## config.mk

```make
export PLATFORM = sky130hd
export DESIGN_NAME = d4_remote_alarm
export DESIGN_NICKNAME = d
export VERILOG_FILES = /design/src/rtl/d4ya_pkg.sv /design/src/rtl/d4ya_period_counter.sv /design/src/rtl/d4ya_persist.sv /design/src/rtl/d4ya_sbit_detect.sv /design/src/rtl/d4_remote_alarm.sv
export SDC_FILE = /design/constraint.sdc
export NUM_CORES = 1
export LEC_CHECK = 0
export BUFFER_PORTS_ARGS = -buffer_cell sky130_fd_sc_hd__buf_2
export CAP_MARGIN = 20
export CELL_PAD_IN_SITES_DETAIL_PLACEMENT = 1
export CELL_PAD_IN_SITES_GLOBAL_PLACEMENT = 1
export CORE_AREA = 2 2 59 61
export CTS_BUF_LIST = sky130_fd_sc_hd__clkbuf_4
export CTS_CLUSTER_SIZE = 40
export DETAILED_ROUTE_END_ITERATION = 10
export DIE_AREA = 0 0 61 63
export GPL_ROUTABILITY_DRIVEN = 1
export HOLD_SLACK_MARGIN = 0.12
export PLACE_DENSITY_LB_ADDON = 0.1
export SLEW_MARGIN = 20
export SYNTH_ARGS = -nofsm -noshare
export SYNTH_HDL_FRONTEND = slang
export SYNTH_SLANG_ARGS = --single-unit
```

## constraint.sdc

```tcl
create_clock -name clk -period 2.2 [get_ports clk]
set_clock_uncertainty 0.1 [all_clocks]
set_input_delay 0.44 -clock clk [delete_from_list [all_inputs] [get_ports clk]]
set_output_delay 0.44 -clock clk [all_outputs]
set_load 0.02 [all_outputs]
```

## src/rtl/d4ya_pkg.sv

```systemverilog
// Shared types for the D4 remote-alarm integrator.
package d4ya_pkg;

    // Verdict of one integration period, valid while done is high
    typedef struct packed {
        logic done;
        logic yellow;
    } period_verdict_t;

endpackage

```

## src/rtl/d4ya_period_counter.sv

```systemverilog
// Integration-period counter.
// Counts frame ticks into periods of FRAMES_PER_PERIOD frames and counts the
// strobed channel bits that are ones, saturating at ONES_LIMIT+1. On the
// closing tick it issues a verdict and registers the sampled alarm.
// Assumes frame_tick is already aligned to frame boundaries upstream.
module d4ya_period_counter
    import d4ya_pkg::*;
#(
    parameter int FRAMES_PER_PERIOD = 384,
    parameter int ONES_LIMIT        = 16
) (
    input  logic            clk,
    input  logic            rst_n,
    input  logic            frame_tick,
    input  logic            chan_bit_vld,
    input  logic            chan_bit,
    output period_verdict_t verdict,
    output logic            alarm_sample
);
    localparam int FC_W   = (FRAMES_PER_PERIOD > 2) ? $clog2(FRAMES_PER_PERIOD) : 1;
    localparam int ONES_W = $clog2(ONES_LIMIT + 2);
    localparam logic [ONES_W-1:0] ONES_SAT  = ONES_W'(ONES_LIMIT + 1);
    localparam logic [ONES_W-1:0] ONES_MAX  = ONES_W'(ONES_LIMIT);
    localparam logic [FC_W-1:0]   LAST_FRM  = FC_W'(FRAMES_PER_PERIOD - 1);

    logic [FC_W-1:0]   frame_cnt;
    logic [ONES_W-1:0] ones_cnt;
    logic [ONES_W-1:0] ones_next;
    logic              period_end;
    logic              yellow_now;

    // Next ones count including this cycle's strobed bit, saturating
    always_comb begin
        ones_next = ones_cnt;
        if (chan_bit_vld && chan_bit && (ones_cnt != ONES_SAT))
            ones_next = ones_cnt + 1'b1;
    end

    // Period close and its verdict
    always_comb begin
        period_end     = frame_tick && (frame_cnt == LAST_FRM);
        yellow_now     = (ones_next <= ONES_MAX);
        verdict.done   = period_end;
        verdict.yellow = yellow_now;
    end

    // Frame position within the period
    always_ff @(posedge clk) begin
        if (!rst_n)
            frame_cnt <= '0;
        else if (period_end)
            frame_cnt <= '0;
        else if (frame_tick)
            frame_cnt <= frame_cnt + 1'b1;
    end

    // Ones accumulation, restarted at each period close
    always_ff @(posedge clk) begin
        if (!rst_n)
            ones_cnt <= '0;
        else if (period_end)
            ones_cnt <= '0;
        else
            ones_cnt <= ones_next;
    end

    // Sampled alarm refreshed once per period
    always_ff @(posedge clk) begin
        if (!rst_n)
            alarm_sample <= 1'b0;
        else if (period_end)
            alarm_sample <= yellow_now;
    end


    ones_sat_chk: assert property (@(posedge clk) disable iff (!rst_n)
        ones_cnt <= ONES_SAT);


    sample_hold_chk: assert property (@(posedge clk) disable iff (!rst_n)
        !$stable(alarm_sample) |-> $past(frame_tick));

endmodule

```

## src/rtl/d4ya_persist.sv

```systemverilog
// Persistence filter for the integrated alarm.
// Counts consecutive yellow and consecutive clean period verdicts. It sets the
// alarm on the SET_PERIODS-th yellow period in a row and clears it on the
// CLEAR_PERIODS-th clean period in a row. An opposite verdict restarts a run.
module d4ya_persist
    import d4ya_pkg::*;
#(
    parameter int SET_PERIODS   = 13,
    parameter int CLEAR_PERIODS = 4
) (
    input  logic            clk,
    input  logic            rst_n,
    input  period_verdict_t verdict,
    output logic            alarm_integ
);
    localparam int RUN_MAX = (SET_PERIODS > CLEAR_PERIODS) ? SET_PERIODS : CLEAR_PERIODS;
    localparam int RUN_W   = $clog2(RUN_MAX + 1);
    localparam logic [RUN_W-1:0] SET_LAST = RUN_W'(SET_PERIODS - 1);
    localparam logic [RUN_W-1:0] CLR_LAST = RUN_W'(CLEAR_PERIODS - 1);
    localparam logic [RUN_W-1:0] SET_CAP  = RUN_W'(SET_PERIODS);
    localparam logic [RUN_W-1:0] CLR_CAP  = RUN_W'(CLEAR_PERIODS);

    logic [RUN_W-1:0] set_run;
    logic [RUN_W-1:0] clr_run;
    logic             done_i;
    logic             yellow_i;

    // Unpack the verdict for readability
    always_comb begin
        done_i   = verdict.done;
        yellow_i = verdict.yellow;
    end

    // Run counters and the alarm state, updated at each period close
    always_ff @(posedge clk) begin
        if (!rst_n) begin
            set_run     <= '0;
            clr_run     <= '0;
            alarm_integ <= 1'b0;
        end else if (done_i) begin
            if (yellow_i) begin
                clr_run <= '0;
                if (set_run < SET_CAP)
                    set_run <= set_run + 1'b1;
                if (set_run >= SET_LAST)
                    alarm_integ <= 1'b1;
            end else begin
                set_run <= '0;
                if (clr_run < CLR_CAP)
                    clr_run <= clr_run + 1'b1;
                if (clr_run >= CLR_LAST)
                    alarm_integ <= 1'b0;
            end
        end
    end


    integ_rise_chk: assert property (@(posedge clk) disable iff (!rst_n)
        $rose(alarm_integ) |-> $past(done_i && yellow_i));


    integ_fall_chk: assert property (@(posedge clk) disable iff (!rst_n)
        $fell(alarm_integ) |-> $past(done_i && !yellow_i));


    run_exclusive_chk: assert property (@(posedge clk) disable iff (!rst_n)
        (set_run == '0) || (clr_run == '0));

endmodule

```

## src/rtl/d4ya_sbit_detect.sv

```systemverilog
// Secondary yellow detector.
// Keeps the previous frame-12 S-bit value. It raises the alarm when two
// strobed S-bits in a row are ones and drops it on a strobed zero. Values
// presented without a strobe are ignored.
module d4ya_sbit_detect (
    input  logic clk,
    input  logic rst_n,
    input  logic sbit_vld,
    input  logic sbit_val,
    output logic alarm_sec
);
    logic sbit_prev;

    // Previous S-bit memory and alarm update on each strobe
    always_ff @(posedge clk) begin
        if (!rst_n) begin
            sbit_prev <= 1'b0;
            alarm_sec <= 1'b0;
        end else if (sbit_vld) begin
            sbit_prev <= sbit_val;
            alarm_sec <= sbit_val && sbit_prev;
        end
    end


    sec_rise_chk: assert property (@(posedge clk) disable iff (!rst_n)
        $rose(alarm_sec) |-> $past(sbit_vld && sbit_val));


    sec_idle_chk: assert property (@(posedge clk) disable iff (!rst_n)
        !sbit_vld |=> $stable(alarm_sec));

endmodule

```

## src/rtl/d4_remote_alarm.sv

```systemverilog
// D4 remote-alarm integrator, top level.
// Joins the period counter, the persistence filter and the S-bit detector.
// Assumes frame alignment, the channel-bit strobes and the frame-12 S-bit
// strobe are provided by an upstream framer.
module d4_remote_alarm
    import d4ya_pkg::*;
#(
    parameter int FRAMES_PER_PERIOD = 384,
    parameter int ONES_LIMIT        = 16,
    parameter int SET_PERIODS       = 13,
    parameter int CLEAR_PERIODS     = 4
) (
    input  logic clk,
    input  logic rst_n,
    input  logic chan_bit_vld,
    input  logic chan_bit,
    input  logic sbit_vld,
    input  logic sbit_val,
    input  logic frame_tick,
    output logic alarm_sample,
    output logic alarm_integ,
    output logic alarm_sec
);
    period_verdict_t verdict;

    d4ya_period_counter #(
        .FRAMES_PER_PERIOD(FRAMES_PER_PERIOD),
        .ONES_LIMIT       (ONES_LIMIT)
    ) u_period (
        .clk         (clk),
        .rst_n       (rst_n),
        .frame_tick  (frame_tick),
        .chan_bit_vld(chan_bit_vld),
        .chan_bit    (chan_bit),
        .verdict     (verdict),
        .alarm_sample(alarm_sample)
    );

    d4ya_persist #(
        .SET_PERIODS  (SET_PERIODS),
        .CLEAR_PERIODS(CLEAR_PERIODS)
    ) u_persist (
        .clk        (clk),
        .rst_n      (rst_n),
        .verdict    (verdict),
        .alarm_integ(alarm_integ)
    );

    d4ya_sbit_detect u_sbit (
        .clk      (clk),
        .rst_n    (rst_n),
        .sbit_vld (sbit_vld),
        .sbit_val (sbit_val),
        .alarm_sec(alarm_sec)
    );


    reset_quiet_chk: assert property (@(posedge clk)
        !rst_n |=> !alarm_sample && !alarm_integ && !alarm_sec);

endmodule

```

# Yosys cells after proc, flatten, opt, wreduce, memory -nomap -nowiden
# Cells that the tools add are included.
[word_totals]
wordCells = 40
in_bits = 7
ff_bits = 26
out_inout_bits = 3
[op_classes]
n_bitwise = 1
n_eq_ne = 4
muxes = 8
order_cmp = 5
n_addsub = 4
reduce_logical = 10
[ops]
columns = ["cell", "n"]
rows = [
  ["$mux W4", 4],
  ["$add A9 B1 Y9 const B", 1],
  ["$eq A9 B9 Y1 const B", 1],
  ["$add A4 B1 Y4 const B", 2],
  ["$add A5 B1 Y5 const B", 1],
  ["$le A5 B5 Y1 const B", 1],
  ["$mux W5", 1],
  ["$ne A5 B5 Y1 const B", 1],
  ["$ge A4 B2 Y1 const B", 1],
  ["$ge A4 B4 Y1 const B", 1],
  ["$logic_and A1 B1 Y1", 4],
  ["$lt A4 B3 Y1 const B", 1],
  ["$lt A4 B4 Y1 const B", 1],
  ["$ne A2 B1 Y1 const B", 2],
  ["$reduce_and A2 Y1", 2],
  ["$reduce_bool A2 Y1", 2],
  ["$mux W1", 3],
  ["$reduce_and A3 Y1", 1],
  ["$reduce_or A2 Y1", 1],
  ["$not A1 Y1", 1],
]

# Logic depth before layout (Yosys ltp)
# Gate-level depths: netlist of the first run.
[depth]
depth_word = 6
depth_mapped = 7
ltp_nobuf = 7

# Cells and area by module
# A second synthesis of the first run with hierarchy kept.
[unflattened]
cells_unflattened = 149
area_unflattened_um2 = 1333.8
[modules_own_cells]
columns = ["module", "instances", "seq_area_each_um2", "area_per_inst_um2", "cells_per_inst"]
rows = [
  ["d4ya_period_counter", 1, 300.3, 777.0, 85],
  ["d4ya_persist", 1, 180.2, 483.0, 57],
  ["d4ya_sbit_detect", 1, 40.0, 73.8, 7],
]

# Worst setup path after synthesis of the first run
# No wires, ideal clock.
[synth_timing]
kind = "reg-to-reg"
startpoint = "reg u_period.ones_cnt[1]"
endpoint = "reg u_persist.clr_run[0]"
arrival_ps = 2033
stages_incl_launch_ff = 8
slack_ps = -8
synth_period_minus_slack_ps = 2208
cell_sequence = "dfxtp_1 > inv_1 > ha_1 > a31oi_1 > nand3_1 > a221o_1 > or4_1 > a31oi_1"
[synth_via]
elab_chain_cells = 6
elab_cells_between_ends = 8
cone_classes = "add/sub: 1; order compare: 1; eq/ne: 1; mux: 2; reduce/logical: 3"
[synth_rtl]
columns = ["element", "line", "text"]
rows = [
  ["start, declared", "d4ya_period_counter.sv:27", "logic [ONES_W-1:0] ones_cnt;"],
  ["start signal, assigned", "d4ya_period_counter.sv:64", "ones_cnt <= ones_next;"],
  ["parallel branches: the longest is 2 deep, another holds $add A5 B1 Y5", "-", ""],
  ["$mux W5 *", "d4ya_period_counter.sv:35", "if (chan_bit_vld && chan_bit && (ones_cnt != ONES_SAT))"],
  ["$le A5 B5 Y1 *", "d4ya_period_counter.sv:42", "yellow_now = (ones_next <= ONES_MAX);"],
  ["$reduce_bool A2 Y1 (no source line)", "-", ""],
  ["$reduce_and A2 Y1 (no source line)", "-", ""],
  ["end signal, assigned", "d4ya_persist.sv:50", "clr_run <= clr_run + 1'b1;"],
  ["end, declared", "d4ya_persist.sv:24", "logic [RUN_W-1:0] clr_run;"],
]
# Mark *: on every way between the ends.
# A chain may end at the register's enable or synchronous reset.

# Worst setup path after layout of the first run
[layout_timing]
startpoint = "reg u_period.ones_cnt[0]"
endpoint = "reg u_persist.clr_run[0]"
# Same word-level chain as after synthesis.

==> results.toml, run 1 <==
[run_status]
status = "finished clean"

[drt]
vias = 1170
drt-initial-drc-count = 38
drt-total-wl_um = 3038
ant_nets = 0
drc = 0
vias_per_cell = 5.342
dr.pass1.iters = 4
wire_per_inst_um = 13.87

[setup_path]
worstSetupPathType = "reg -> reg"
path_buf_inv = 0
cp-end-kind = "register"
cp_cell_sequence = "ha_1 -> and4_1 -> a2bb2oi_1 -> a221o_1 -> or4_1 -> a31oi_1"
cp-start-kind = "register"
cp_max_fo = 3
cpMaxStageDelayCell = "or4_1"
crit_path_max_incr_delay_ps = 510
arrival_ps = 2330
required_ps = 2370
crit_family = "simple AND/OR/NAND/NOR gates"

[finish]
syn2layout_area_growth_pct = 20.20
final_area_um2 = 1534
num_antenna_cells = 0
utilization_pct = 47.46
seq_area_um2 = 523.0
nFillCells = 420
drive_gt1_share_pct = 20.23
fin_nets = 187
multi_input_area_um2 = 750.7

[global_routing]
grt_first_pass_wirelength_um = 5437
grt_use_total_pct = 18.27
antenna_found_initial = 0
grt_max_degree = 17
grt_pass1_vias = 1217
overflow = 0

[floorplanning]
start_util_pct = 39.49
die_area_um2 = 3843
rows = 21
io_pins = 10
fp.dieW_um = 61
core_region_area_um2 = 3232
die_h_um = 63

[sta]
setup_viol = 0
finalMaxSlewViolations = 0
hold_viol_final = 0
whs_ps = 273.3
max_freq_mhz = 462.6
setup_tns_ps = 0
fin_crit_sh_pct = 98.26
tightestPinTransition_ps = 485.4
finalCriticalPeriod_ps = 2162
grt_setup_unrepaired = "yes"
timing.slew.headroom_pct = 67.58

[place]
placed_area_um2 = 1461
placement.io_buffers = 9
dp_hpwl_um = 2317
gp_congestion = 0.7569

[yosys]
synth_area_per_cell_um2 = 8.508
synthAdderAreaFrac_pct = 5.882
synthCells = 150
synthSimpleGateAreaFrac_pct = 27.35
ys.flop_type = "dfxtp_1"
synth_largest_area_cell = "dfxtp_1"
synth_xor_xnor_area_share_pct = 7.549
synth_nets = 163
synth_area_leaders = "dfxtp_1 (41%), ha_1 (5.9%), nor2_1 (5.3%)"
synth_top_area_share_pct = 40.78
synth_area_um2 = 1276
synth_top_family_by_area = "simple AND/OR/NAND/NOR gates"
async_flop_share_pct = 0
synth_compound_gate_area_share_pct = 13.63
synthMuxAreaShare_pct = 1.569
yosysWarnings = 0
synth.distinct_cells = 34
synth-edff-count = 0
ys_seq_area_share_pct = 40.78
yosys_register_bits = 26

[clocking]
clock_path_buffers = 2
cts_num_sinks = 26
cts.clk_slew.worst_paths_ps = 150
clkLatencyLatePin_ps = 340
clockRootBuffer = "clkbuf_4"
cts_hold_buffers = 0
htree_levels = 1
cts_buffers = 3
cts_tree = "built"

[pwr]
leakage_nw = 0.5722
power_density_nw_per_um2 = 510.6
peakVddDrop_uv = 221.1

[flow_run]
cap_viol_max_count = 0

[hold_path]
worst_hold_path_type = "in -> reg"
## layer usage
| layer | wire (um) | share of wire, % | track usage, % |
|---|---|---|---|
| met5 | 0 | 0 | 0 |
| met4 | 47 | 1.5 | 5.707 |
| met3 | 53 | 1.7 | 2.484 |
| met2 | 1568 | 52 | 31.72 |
| met1 | 1369 | 45 | 22.59 |
## tightest hold or removal path, delay by kind of cell
family        cells  cell delay, ps
mux               1              60
buf+inv           1              90
simple gates      1             100
## flip-flops by register name, indices dropped and copies added, names as in the netlist
signal                 count
u_period.alarm_sample      1
u_period.frame_cnt         9
u_period.ones_cnt          5
u_persist.alarm_integ      1
u_persist.clr_run          4
u_persist.set_run          4
u_sbit.alarm_sec           1
u_sbit.sbit_prev           1
## cells in the final DEF (no fill, tap or decap), types with 3 or more instances in the layout
cell      netlist  layout
nor2_1         18      18
buf_2           0       9
inv_1           7       7
nand4_1        10      10
xor2_1          7       7
a211oi_1        3       3
nand3b_1        3       3
clkbuf_4        0       3
ha_1            6       5
a21oi_1         6       6
o21ai_0         4       4
dfxtp_1        26      24
a31oi_1         4       4
xnor2_1         4       4
nand3_1        10      10
nand2_1        12      12
buf_4           0      14
## power by group
part           internal, mW  switching (mW)
registers             0.480         0.00770
clock network        0.0669           0.150
logic                0.0354          0.0426
## area by class of cell
type / instances / area share, %
Tap cell: 46 / 3.752
Multi-Input combinational cell: 113 / 48.94
Clock buffer: 3 / 1.468
Sequential cell: 26 / 34.09
Timing Repair Buffer: 23 / 9.788
Inverter: 7 / 1.713
Clock inverter: 1 / 0.2447
## synth_stat cells, types with 3 or more instances
cell type,count
a21oi_1,6
nor2_1,18
nand3_1,10
xor2_1,7
o21ai_0,4
xnor2_1,4
a211oi_1,3
nand3b_1,3
clkbuf_1,4
nand4_1,10
dfxtp_1,26
a31oi_1,4
ha_1,6
nand2_1,12
inv_1,7
## through the flow
step,total power [mW],setup slack (ps),cells
floorplan,0.5364,19.35,150
global placement,0.5625,-33.17,214
detailed placement,0.5669,-132.5,214
CTS,0.7890,1.996,219
global route,0.8256,-32.61,219
finish,0.7832,38.33,219
## final timing paths
| check | start | end | slack, ps | depth (start not counted) |
|---|---|---|---|---|
| setup / recovery | u_period.ones_cnt[0] | u_persist.clr_run[0] | 40 | 6 |
| hold / removal | sbit_val | u_sbit.sbit_prev | 270 | 3 |
| setup reg to reg | u_period.ones_cnt[0] | u_persist.clr_run[0] | 40 | 6 |
| hold reg to reg | u_persist.alarm_integ | u_persist.alarm_integ | 380 | 2 |
## logic make-up (layout without fill, tap and decap cells)
group / Yosys count / in the layout
XOR/XNOR: 11 / 11
AND/OR/NAND/NOR: 68 / 68
buffers and inverters: 11 / 34
multiplexers: 2 / 2
adder cells (fa/ha/maj): 6 / 6
flip-flops: 26 / 26
AO/OA/AOI/OAI: 26 / 26
## what timing repair did
| item | in CTS | in global routing |
|---|---|---|
| pin swaps | 1 | 0 |
| setup buffers | 1 | 0 |
| endpoints found under the setup margin | 6 | 6 |
| resized for setup | 3 | 4 |
(Power assumes the default switching activity.)
==> run 2, diff against run 1 <==
Settings changed: CTS_CLUSTER_DIAMETER set to 60, PLACE_DENSITY set to 0.77, PLACE_DENSITY_LB_ADDON 0.1 to not set.
==> results.toml, run 2 (same netlist as run 1, synthesis figures left out) <==
[run_status]
status = "finished clean"

[place]
placement.io_buffers = 9
placed_area_um2 = 1439
dp_hpwl_um = 2318
gp_congestion = 0.8122
dp.cells = 211

[pwr]
leakage_nw = 0.5614
power_mw = 0.7770
peakVddDrop_uv = 248.1
power.share.sequential_pct = 63.2
sw_frac_of_total_pct = 24.78
power_density_nw_per_um2 = 508.2
p_sw_mw = 0.1925
pwr-share-comb_pct = 10.1
clock_power_share_pct = 26.7
intPower_mw = 0.5845

[finish]
layoutNonFillerInstCount = 216
multi_input_area_um2 = 764.5
final_area_um2 = 1529
largest_reg_flops = 9
nFillCells = 418
fin_nets = 184
drive_gt1_share_pct = 21.76
num_antenna_cells = 0
seq_area_um2 = 526.8
largest-register = "u_period.frame_cnt"
syn2layout_area_growth_pct = 19.80
final_common_cell = "dfxtp_1"
layout_common_cells = "dfxtp_1 (23), nor2_1 (18), nand2_1 (12), buf_4 (11)"
reg_top3 = "u_period.frame_cnt: 9 flops, u_period.ones_cnt: 5 flops"

[setup_path]
arrival_ps = 2230
required_ps = 2350
cp-start-kind = "register"
cp_max_fo = 4
worstSetupPathType = "reg -> reg"
r2r_slack_ps = 120
cp-end-kind = "register"

[sta]
fin_crit_sh_pct = 94.71
hold_viol_final = 0
max_freq_mhz = 479.9
finalMaxSlewViolations = 0
whs_ps = 306.1
setup_viol = 0
finalCriticalPeriod_ps = 2084
setup_tns_ps = 0
tightestPinTransition_ps = 415.7
timing.slew.headroom_pct = 72.22
grt_setup_unrepaired = "no"

[clocking]
clkLatencyLatePin_ps = 310
cts_tree = "built"
cts_hold_buffers = 0
htree_levels = 1
cts_num_sinks = 26
cts_buffers = 3
clock_path_buffers = 2
clockRootBuffer = "clkbuf_4"
cts.clk_slew.worst_paths_ps = 150

[global_routing]
grt_use_total_pct = 19.04
grt_pass1_vias = 1282
grt_first_pass_wirelength_um = 5616
grt_max_degree = 17
antenna_found_initial = 0
overflow = 0

[drt]
dr.pass1.iters = 4
wire_per_inst_um = 14.42
drt-initial-drc-count = 35
ant_nets = 0
drt-total-wl_um = 3114
vias = 1138
vias_per_cell = 5.269
drc = 0

[floorplanning]
core_region_area_um2 = 3232
die_area_um2 = 3843
fp.dieW_um = 61
start_util_pct = 39.49
rows = 21
die_h_um = 63
io_pins = 10

[flow_run]
cap_viol_max_count = 0

[hold_path]
worst_hold_path_type = "in -> reg"
==> run 2: worst paths after layout <==
check                             from              endpoint  depth (start not counted)
setup / recovery  u_period.ones_cnt[0]  u_persist.clr_run[0]                          6
setup reg to reg  u_period.ones_cnt[0]  u_persist.clr_run[0]                          6
hold reg to reg   u_persist.clr_run[3]  u_persist.clr_run[3]                          2
hold / removal                sbit_val      u_sbit.alarm_sec                          3
==> run 2: worst max-delay path: stages, from the launching register on <==
cell,delay [ps]
dfxtp_4,400
ha_2,200
and4_4,240
nand3_1,100
a221o_1,360
or4_1,420
a31oi_1,200
==> run 2: layout make-up <==
type                       count  area share, %
inverter                       7          1.718
tap                           46          3.764
sequential                    26          34.45
clock inverter                 1         0.2455
multi-input combinational    113          50.00
clock buffer                   3          1.473
timing repair buffer          20          8.347
==> run 2: timing repair <==
item,in CTS,in global routing
endpoints found under the setup margin,2,2
pin swaps,1,6
setup buffers,0,1
resized for setup,4,9
==> run 2: power by group through the flow <==
| stage | clock [mW] | combinational (mW) | sequential (mW) |
|---|---|---|---|
| after floorplan | 0 | 0.0371 | 0.499 |
| after CTS | 0.210 | 0.0700 | 0.490 |
| after detailed placement | 0 | 0.0649 | 0.499 |
| final | 0.208 | 0.0785 | 0.491 |
| after global routing | 0.237 | 0.0903 | 0.492 |
| after global placement | 0 | 0.0602 | 0.498 |
==> run 2: metal layers <==
metal,part of all wire (%),wire (um),track usage [%]
met5,0,0,0
met2,54,1691,35.35
met4,1.1,33,5.163
met3,1.4,43,2.899
met1,43,1345,21.56
==> run 2: through the flow <==
stage	util [%]	setup WS (ps)
3_3_place_gp	44.52	-57.35
4_1_cts	45.84	5.648
6_report	47.31	116.3
2_1_floorplan	-	19.35
5_1_grt	47.31	19.13
3_5_place_dp	44.52	-115.3
==> run 3, diff against run 2 <==
Settings changed: GPL_TIMING_DRIVEN set to 0.
==> results.toml, run 3 (same netlist as run 1, synthesis figures left out) <==
[run_status]
status = "finished clean"

[sta]
fin_crit_sh_pct = 97.48
max_freq_mhz = 466.3
tightestPinTransition_ps = 609.6
grt_setup_unrepaired = "yes"
timing.slew.headroom_pct = 59.36
finalCriticalPeriod_ps = 2145
finalMaxSlewViolations = 0
hold_viol_final = 0
setup_tns_ps = 0
setup_viol = 0

[finish]
syn2layout_area_growth_pct = 18.82
num_antenna_cells = 0
layoutNonFillerInstCount = 214
final_common_cell = "dfxtp_1"
utilization_pct = 46.92
largest_reg_flops = 9
reg_top3 = "u_period.frame_cnt: 9 flops, u_period.ones_cnt: 5 flops"
nFillCells = 408
largest-register = "u_period.frame_cnt"
fin_nets = 183
layout_common_cells = "dfxtp_1 (24), nor2_1 (18), nand2_1 (12), nand4_1 (10), nand3_1 (9)"
drive_gt1_share_pct = 20.24

[drt]
wire_per_inst_um = 15.31
drt-initial-drc-count = 17
drt-total-wl_um = 3276
drc = 0
vias_per_cell = 5.500
vias = 1177
dr.pass1.iters = 4
ant_nets = 0

[place]
dp.cells = 204
gp_congestion = 0.7840
placement.io_buffers = 8
dp_hpwl_um = 2237

[pwr]
power.share.sequential_pct = 63.5
intPower_mw = 0.5805
peakVddDrop_uv = 193.0
clock_power_share_pct = 26.1
sw_frac_of_total_pct = 24.70
power_density_nw_per_um2 = 508.4
leakage_nw = 0.5471
p_sw_mw = 0.1905
pwr-share-comb_pct = 10.4

[global_routing]
overflow = 0
grt_pass1_vias = 1254
grt_use_total_pct = 18.39
grt_first_pass_wirelength_um = 5416
grt_max_degree = 14
antenna_found_initial = 0

[setup_path]
cp-end-kind = "register"
r2r-start = "u_period.ones_cnt[1]"
rr_worst_depth = 7
cp-start-kind = "register"
required_ps = 2360
timing.rr.end = "u_persist.clr_run[0]"
worstSetupPathType = "reg -> reg"
cp-startpoint = "u_period.ones_cnt[1]"
cp_max_fo = 3
r2r_slack_ps = 60
critical_path.endpoint = "u_persist.clr_run[0]"
arrival_ps = 2300

[clocking]
cts_tree = "built"
clockRootBuffer = "clkbuf_4"
cts_num_sinks = 26
cts.clk_slew.worst_paths_ps = 130
cts_buffers = 3
clock_path_buffers = 2
htree_levels = 1
cts_hold_buffers = 0
clkLatencyLatePin_ps = 320

[floorplanning]
core_region_area_um2 = 3232
die_area_um2 = 3843
rows = 21
die_h_um = 63
fp.dieW_um = 61
io_pins = 10
start_util_pct = 39.49

[flow_run]
cap_viol_max_count = 0

[hold_path]
worst_hold_path_type = "in -> reg"
run 3: worst max-delay path, cell delays in order (launching register included):
cell and delay, ps:
dfxtp_4 380, buf_4 130, buf_4 150, a31oi_4 210, nand3_2 130, a221o_1 350, or4_1 510, a31oi_1 130
run 3: per-layer routing:
metal | wire length (um) | share of wire [%] | global-route usage, %
met2 | 1853 | 57 | 33.87
met4 | 15 | 0.46 | 6.250
met1 | 1344 | 41 | 20.28
met3 | 62 | 1.9 | 3.106
met5 | 0 | 0 | 0
run 3: layout make-up:
cell class                      instances  area, um2  area share [%]
Buffer                                  3      12.51          0.8251
Clock buffer                            3      22.52           1.485
Inverter                                7      26.28           1.733
Multi-Input combinational cell        113      769.5           50.74
Sequential cell                        26      528.0           34.82
Tap cell                               46      57.56           3.795
Timing Repair Buffer                   16      100.1           6.601
run 3: worst min-delay path by stage:
stage	depth (start not counted)	startpoint	end
2_1_floorplan	2	u_persist.clr_run[3]	u_persist.clr_run[3]
3_3_place_gp	2	u_persist.alarm_integ	u_persist.alarm_integ
3_5_place_dp	2	u_persist.alarm_integ	u_persist.alarm_integ
4_1_cts	3	sbit_val	u_sbit.sbit_prev
5_1_grt	3	sbit_val	u_sbit.alarm_sec
6_report	3	sbit_val	u_sbit.sbit_prev
run 3: per-stage QoR:
stage               total power, mW  hold slack, ps  cell area (um2)  setup WS [ps]
floorplan                    0.5364           344.4             1276          19.35
global placement             0.5513           351.2             1374         -197.1
detailed placement           0.5560           367.2             1374         -312.8
CTS                          0.7728           295.8             1473          13.31
global route                 0.8149           285.5             1516         -67.09
finish                       0.7710           298.7             1516          55.42
run 3: power groups by stage:
stage / sequential, mW / combinational [mW] / clock [mW]
4_1_cts: 0.490 / 0.0733 / 0.210
5_1_grt: 0.491 / 0.0897 / 0.234
2_1_floorplan: 0.499 / 0.0371 / 0
6_report: 0.490 / 0.0803 / 0.201
3_3_place_gp: 0.501 / 0.0501 / 0
3_5_place_dp: 0.502 / 0.0540 / 0
run 3: repair_timing:
action                     CTS  global route
resized for setup            9             7
pin swaps                    1             5
hold endpoints to repair     0             0
setup buffers                6             2
setup endpoints to repair   16            21
